File: src/rtl/mac_wide_pkg.sv
`timescale 1ns/1ps
package mac_wide_pkg;

  // Strobes from the sequencer to the arithmetic datapath
  typedef struct packed {
    logic load;    // capture operands, seed accumulator with addend
    logic step;    // process one multiplier bit
    logic finish;  // copy the sum into the result registers
  } macStrobes_t;

endpackage

File: src/rtl/mac_wide_ctrl.sv
`timescale 1ns/1ps
module mac_wide_ctrl
  import mac_wide_pkg::*;
#(
  parameter int WIDTH = 64
) (
  input  logic        clk,
  input  logic        rst,
  input  logic        start,
  output logic        busy,
  output logic        done,
  output macStrobes_t strb
);

  localparam int CNT_W = $clog2(WIDTH + 1);
  localparam logic [CNT_W-1:0] LAST = CNT_W'(WIDTH);

  logic             busyQ;
  logic             doneQ;
  logic [CNT_W-1:0] bitCnt;

  always_comb begin
    strb.load   = start && !busyQ;
    strb.step   = busyQ && (bitCnt != LAST);
    strb.finish = busyQ && (bitCnt == LAST);
  end

  always_ff @(posedge clk) begin
    if (rst) begin
      busyQ  <= 1'b0;
      doneQ  <= 1'b0;
      bitCnt <= '0;
    end else begin
      doneQ <= strb.finish;
      if (strb.load) begin
        busyQ  <= 1'b1;
        bitCnt <= '0;
      end else if (strb.step) begin
        bitCnt <= bitCnt + 1'b1;
      end else if (strb.finish) begin
        busyQ <= 1'b0;
      end
    end
  end

  assign busy = busyQ;
  assign done = doneQ;

endmodule

File: src/rtl/mac_wide_dp.sv
`timescale 1ns/1ps
module mac_wide_dp
  import mac_wide_pkg::*;
#(
  parameter int WIDTH = 64
) (
  input  logic             clk,
  input  logic             rst,
  input  macStrobes_t      strb,
  input  logic [WIDTH-1:0] opA,
  input  logic [WIDTH-1:0] opB,
  input  logic [WIDTH-1:0] opC,
  output logic [WIDTH-1:0] resLo,
  output logic [WIDTH-1:0] resHi
);

  // Working register pair {hiAcc, loShift}: the upper half starts as the
  // addend and the lower half as the multiplier. After WIDTH shift-add
  // steps the pair holds A*B + C.
  logic [WIDTH-1:0] mcandQ;
  logic [WIDTH-1:0] hiAcc;
  logic [WIDTH-1:0] loShift;
  logic [WIDTH:0]   partSum;
  logic [WIDTH-1:0] resLoQ;
  logic [WIDTH-1:0] resHiQ;

  always_comb begin
    partSum = {1'b0, hiAcc} + (loShift[0] ? {1'b0, mcandQ} : '0);
  end

  always_ff @(posedge clk) begin
    if (rst) begin
      mcandQ  <= '0;
      hiAcc   <= '0;
      loShift <= '0;
    end else if (strb.load) begin
      mcandQ  <= opA;
      hiAcc   <= opC;
      loShift <= opB;
    end else if (strb.step) begin
      hiAcc   <= partSum[WIDTH:1];
      loShift <= {partSum[0], loShift[WIDTH-1:1]};
    end
  end

  always_ff @(posedge clk) begin
    if (rst) begin
      resLoQ <= '0;
      resHiQ <= '0;
    end else if (strb.finish) begin
      resLoQ <= loShift;
      resHiQ <= hiAcc;
    end
  end

  assign resLo = resLoQ;
  assign resHi = resHiQ;

endmodule

File: src/rtl/mac_wide_unit.sv
`timescale 1ns/1ps
module mac_wide_unit
  import mac_wide_pkg::*;
#(
  parameter int WIDTH = 64
) (
  input  logic             clk,
  input  logic             rst,
  input  logic             start,
  input  logic [WIDTH-1:0] opA,
  input  logic [WIDTH-1:0] opB,
  input  logic [WIDTH-1:0] opC,
  output logic             busy,
  output logic             done,
  output logic [WIDTH-1:0] resLo,
  output logic [WIDTH-1:0] resHi
);

  macStrobes_t strb;

  mac_wide_ctrl #(.WIDTH(WIDTH)) u_ctrl (
    .clk   (clk),
    .rst   (rst),
    .start (start),
    .busy  (busy),
    .done  (done),
    .strb  (strb)
  );

  mac_wide_dp #(.WIDTH(WIDTH)) u_dp (
    .clk   (clk),
    .rst   (rst),
    .strb  (strb),
    .opA   (opA),
    .opB   (opB),
    .opC   (opC),
    .resLo (resLo),
    .resHi (resHi)
  );

endmodule

File: config.mk
export PLATFORM = sky130hd
export DESIGN_NAME = mac_wide_unit
export DESIGN_NICKNAME = d
export VERILOG_FILES = /design/src/rtl/mac_wide_pkg.sv /design/src/rtl/mac_wide_ctrl.sv /design/src/rtl/mac_wide_dp.sv /design/src/rtl/mac_wide_unit.sv
export SDC_FILE = /design/constraint.sdc
export NUM_CORES = 1
export LEC_CHECK = 0
export ABC_AREA = 1
export BUFFER_PORTS_ARGS = -buffer_cell sky130_fd_sc_hd__buf_2
export CORE_MARGIN = 8
export CORE_UTILIZATION = 50
export DETAILED_ROUTE_END_ITERATION = 7
export PLACE_DENSITY = 0.77
export SETUP_SLACK_MARGIN = 0.3
export SYNTH_ARGS = -nofsm -noshare
export SYNTH_HDL_FRONTEND = slang
export SYNTH_SLANG_ARGS = --single-unit
File: constraint.sdc
create_clock -name clk -period 5.3 [get_ports clk]
set_clock_uncertainty 0.05 [all_clocks]
set_input_delay 0.265 -clock clk [delete_from_list [all_inputs] [get_ports clk]]
set_output_delay 0.265 -clock clk [all_outputs]
set_load 0.03 [all_outputs]
Yosys cells after proc, flatten, opt, wreduce, memory -nomap -nowiden

Cells that the tools add are included.

Flip-flop bits (word level): 329
Output and inout bits: 130
Word-level logic and storage cells: 29

Add/subtract/negate cells: 2
Eq/ne operators: 3
Mux-type cells: 8
Reductions and logical operators: 8

Operators with widths:

| operator                                                                 | number |
|---|---|
| 64-bit two-way mux                                                       | 5 |
| 64-bit by 65-bit adder with 65-bit output                                | 1 |
| 7-bit by 1-bit adder with 7-bit output (second input constant)           | 1 |
| 7-bit equality test (second input constant)                              | 1 |
| 7-bit inequality test (second input constant)                            | 1 |
| 2-bit nonzero test                                                       | 2 |
| 1-bit logical AND                                                        | 3 |
| 1-bit two-way mux                                                        | 3 |
| 2-bit by 1-bit inequality test with 1-bit output (second input constant) | 1 |
| 2-bit AND reduction                                                      | 1 |
| 2-bit OR reduction                                                       | 1 |
| 1-bit zero test                                                          | 1 |

Depth between registers and ports, before layout

Depth after elaboration: 5
Depth in mapped cells: 19
Gate-level depth less buffers: 18

Modules after synthesis

From an unflattened synthesis, not the netlist that was laid out.

Cells, all modules: 3,030
Area total of the unflattened synthesis: 18,680.4 um2

Modules (own cells, without submodules):

| module        | times used | cells an instance | area each (um2) | sequential area each (um2) |
|---|---|---|---|---|
| mac_wide_dp   | 1          | 2,966             | 18,201.2        | 6,406.1 |
| mac_wide_ctrl | 1          | 64                | 479.2           | 180.2 |

Worst setup path before layout

OpenSTA, ideal clock, no wires.

Path type: register to register
From: reg u_dp.loShift[0]
To: reg u_dp.hiAcc[60]
Setup time: 132 ps
Data arrival time: 2,185 ps
Data required time: 5,118 ps
Path slack: 2,933 ps
Cell stages (with the launch flop): 18
Path buffers: 2
Period minus slack after synthesis: 2,367 ps
Cells stage by stage: dfxtp_1 -> clkbuf_1 -> clkbuf_1 -> nand2_1 -> inv_1 -> ha_1 -> nand2_1 -> inv_1 -> a21oi_1 -> nand2_1 -> nand2_1 -> nand2_1 -> a21oi_1 -> nand2_1 -> nand2_1 -> nand3_1 -> nand2_1 -> a21oi_1

Longest elaborated chain between the ends: 4

Ends and longest elaborated chain:

| element                                   | line              | text |
|---|---|---|
| start: declaration                        | mac_wide_dp.sv:22 | `logic [WIDTH-1:0] loShift;` |
| start signal: assignment                  | mac_wide_dp.sv:39 | `loShift <= opB;` |
| start signal: assignment                  | mac_wide_dp.sv:42 | `loShift <= {partSum[0], loShift[WIDTH-1:1]};` |
| 64-bit two-way mux                        | mac_wide_dp.sv:28 | `partSum = {1'b0, hiAcc} + (loShift[0] ? {1'b0, mcandQ} : '0);` |
| 64-bit by 65-bit adder with 65-bit output | mac_wide_dp.sv:28 |  |
| 64-bit two-way mux                        | mac_wide_dp.sv:40 | `end else if (strb.step) begin` |
| 64-bit two-way mux                        | mac_wide_dp.sv:36 | `end else if (strb.load) begin` |
| end signal: assignment                    | mac_wide_dp.sv:38 | `hiAcc <= opC;` |
| end signal: assignment                    | mac_wide_dp.sv:41 | `hiAcc <= partSum[WIDTH:1];` |
| end: declaration                          | mac_wide_dp.sv:21 | `logic [WIDTH-1:0] hiAcc;` |

No other way between the ends. The select of a mux whose other input is x is not followed.
A chain may end at the register's enable or synchronous reset.

Worst setup path in the final report

From: reg u_dp.loShift[0]
To: reg u_dp.hiAcc[57]

Same word-level chain as after synthesis.

==> metrics.txt <==
final cycle utilization of the critical path 64.1%; Post-CTS Setup Inserts 0; Final Routed Wirelength roughly 66000 microns; CTS clk-pin slew, worst paths 0.06 ns; Starting DRT DRC Count 1698; maximum number of pins on one net before global-route repair 138; data arrival time of the critical path 3.72 ns; most common cell type on the critical path nand2_1; CTS tree yes; pins over their slew limit 0; post-detailed-route count of antenna-violating nets 0; commonest cells after routing, fill and taps aside nand2_1 (867), nor2_1 (568), inv_1 (392), dfxtp_1 (328), buf_2 (323); total of endpoints with negative setup slack in the final report 0; XOR/XNOR share of the synthesized area 1.48%; Least-Margin Pin Slew ~1.3 ns; Worst Setup Path Type reg2reg; syn avg cell area 6.13 sq um; Synth-to-Final Area Change 24.7%; I/O pin count 325; Initial Utilization 50.5%; master of the slowest instance on the critical path dfxtp_2; relative contribution of sequential cells to total power 44.5%; worst-case hold slack 0.0199 ns; Die X-Extent 208 microns; part of the total power dissipated in the clock network between 40% and 50%; cells after synthesis 2995; Max-slew headroom 14.8%; adder-cell share of the synthesized area under 10%; hold crit path type in2reg; final-report hold violation count 0; leakage power 12.4 nW; share of final-layout standard cells stronger than drive strength 1 11.8%; latest clock arrival within the worst-skew pair 0.55 ns; placeable core area 36300 sq um; CTS Root Buffer Type clkbuf_16; maxcap violations 0; Synth warnings 0; number of antenna violations at the first check in global routing 8; synthesis-stage register bit count 329; routed via count 20439; Congestion Overflow GR 0; peak supply drop about 0.00032 V; compound-cell area share of the yosys netlist a little over an eighth; die outline area 43100 sq um; via count of the first global-routing pass 19811; commonest non-fill, non-tap cell in the layout nand2_1; DRC violations left 0; result of the run complete, no violations; data required time at the worst endpoint 5.62 ns; main combinational cell family by area after synthesis simple AND/OR/NAND/NOR gates; sum of negative setup slack 0 ns; worst-case clock buffer depth 3; area of the mapped netlist between 15000 and 20000 sq um; number of clock buffers inserted by TritonCTS 37; worst setup path start u_dp.loShift[0]$_SDFFE_PP0P_; biggest fanout along the worst timing path 41; nets 3654; cell internal pwr 0.00446 W; areal power density over the cells 267 nW/um^2; final weighted congestion in routability-driven placement roughly 1.0; dpl hpwl 45600 microns; startpoint of the lowest-slack hold path opA[2]; post-layout min period 3.40 ns; sequence of cells on the critical path buf_4, nand2_1, inv_1, ha_1, nand2_1, inv_1, a21oi_1, nor2_1, nor2_1, nand2_1, a21oi_1, nand2_1, nand2_1, nand3_1, nand2_1, a21oi_1; die height 208 microns; NetSw 0.00165 W; total clock sinks 329; maximum level of the CTS H-tree 2; setup repair after global routing missed its margin no; synthesized net count between 3000 and 4000; source of the worst register-to-register timing path u_dp.loShift[0]$_SDFFE_PP0P_; All-Layer GR Usage 29.3%; sw frac between 20% and 30%; detail-routed net length per standard cell 16.8 microns; first-pass detailed-route iteration total 7; Power Total around 0.006 W; global-route wire length before repair ~100000 microns; mux share of post-synthesis cell area 0%; count of cell types in the netlist 36; share of synthesized cell area in and, or, nand and nor gates 33.2%; post-detailed-placement cell area 20100 sq um; detail-routed via count per cell around 5.2; final cell area excluding filler cells ~23000 sq um; final core area utilization 63.0%; timing-limited maximum frequency 294 MHz; Worst setup EP type register; port bufs approximately 320; share of total power in combinational logic 13.9%; number of core rows 70; kind of start point of the critical path register; delay of the slowest cell on the worst path 0.83 ns; portion of the post-synthesis area used by sequential elements 35.9%
flip-flops by register name, summed over array words and instances, names as in the netlist:
| name | flops |
|---|---|
| u_dp.hiAcc | 64 |
| u_dp.resLo | 64 |
| u_ctrl.bitCnt | 7 |
| u_ctrl.busy | 1 |
| u_dp.resHi | 64 |
| u_dp.mcandQ | 64 |
| u_dp.loShift | 64 |
| u_ctrl.done | 1 |
metal layers:
metal / global-route usage, % / vias up / share of wire [%]
met1: 36.2 / 9268 / 42
met3: 6.10 / 169 / 8.0
met4: 13.2 / 2 / 4.3
met5: 0 / - / 0.015
li1: - / 10116 / -
met2: 48.5 / 884 / 46
power groups by stage:
stage	combinational, W	sequential (W)	clock [W]
final	0.000848	0.00272	0.00254
after floorplan	0.000533	0.00272	0
after CTS	0.000835	0.00271	0.00258
after global placement	0.000722	0.00276	0
after global routing	0.000943	0.00273	0.00267
after detailed placement	0.000742	0.00276	0
worst max-delay path: cells and delay by family, from the launching register on:
| family | cells | cell delay, ns |
|---|---|---|
| and+or+nand+nor | 9 | 0.89 |
| DFF | 1 | 0.83 |
| AOI/OAI and AO/OA | 3 | 0.59 |
| buffers and inverters | 3 | 0.55 |
| adders and majority gates | 1 | 0.27 |
worst paths after layout:
kind | cells past startpoint | slack [ns] | endpoint
setup / recovery | 16 | 1.90 | u_dp.hiAcc[57]$_SDFFE_PP0P_
hold / removal | 3 | 0.02 | u_dp.mcandQ[2]$_SDFFE_PP0P_
setup reg to reg | 16 | 1.90 | u_dp.hiAcc[57]$_SDFFE_PP0P_
hold reg to reg | 2 | 0.43 | u_dp.loShift[59]$_SDFFE_PP0P_
final cells by class:
| type | count | area, sq um |
|---|---|---|
| Fill cell | 3393 | 13500 |
| Multi-Input combinational cell | 2138 | 9750 |
| Sequential cell | 329 | 6590 |
| Timing Repair Buffer | 488 | 3240 |
| Inverter | 398 | 1500 |
| Clock buffer | 56 | 1090 |
| Tap cell | 468 | 586 |
| Clock inverter | 10 | 111 |
| Antenna cell | 7 | 17.5 |
per-stage QoR:
step | cells | setup slack, ns
2_1_floorplan | 2995 | 2.93
3_3_place_gp | 3666 | 2.07
3_5_place_dp | 3666 | 2.02
4_1_cts | 3887 | 2.00
5_1_grt | 3891 | 1.50
6_report | 3894 | 1.90
what timing repair did:
item	4_1_cts	5_1_grt
gates resized for setup	0	0
hold buffers	155	0
hold endpoints to repair	155	0
kinds of logic after synthesis:
kind of cell	after synthesis
AO/OA/AOI/OAI	474
XOR/XNOR	31
adder cells (fa/ha/maj)	67
buffers and inverters	528
flip-flops	329
AND/OR/NAND/NOR	1566
cell usage after synthesis:
master,n,area (sq um)
inv_2,4,15.0
fa_1,1,20.0
nand3_1,87,435
a21oi_1,149,746
o21bai_1,1,7.51
buf_2,18,90.1
a2111oi_0,1,8.76
nor3b_1,1,7.51
nand4_1,11,68.8
nand2_1,868,3260
and2_1,1,6.26
a31oi_1,36,225
nor2_1,569,2140
buf_1,4,15.0
nor3_2,3,30.0
xnor2_1,7,61.3
o21ai_1,3,15.0
nor3_1,17,85.1
nand3b_1,1,7.51
buf_6,1,11.3
nor4_1,4,25.0
nand3_2,1,10.0
clkbuf_2,1,5.00
a22oi_1,28,210
o21ai_0,240,1200
buf_4,5,37.5
o41ai_1,1,8.76
nor2_8,1,20.0
inv_1,394,1480
clkbuf_1,101,379
dfxtp_1,329,6590
o22ai_1,14,87.6
ha_1,66,826
o211ai_1,1,7.51
xor2_1,24,210
nand2_2,2,12.5
Note: power is estimated with default switching activity, not from simulation.
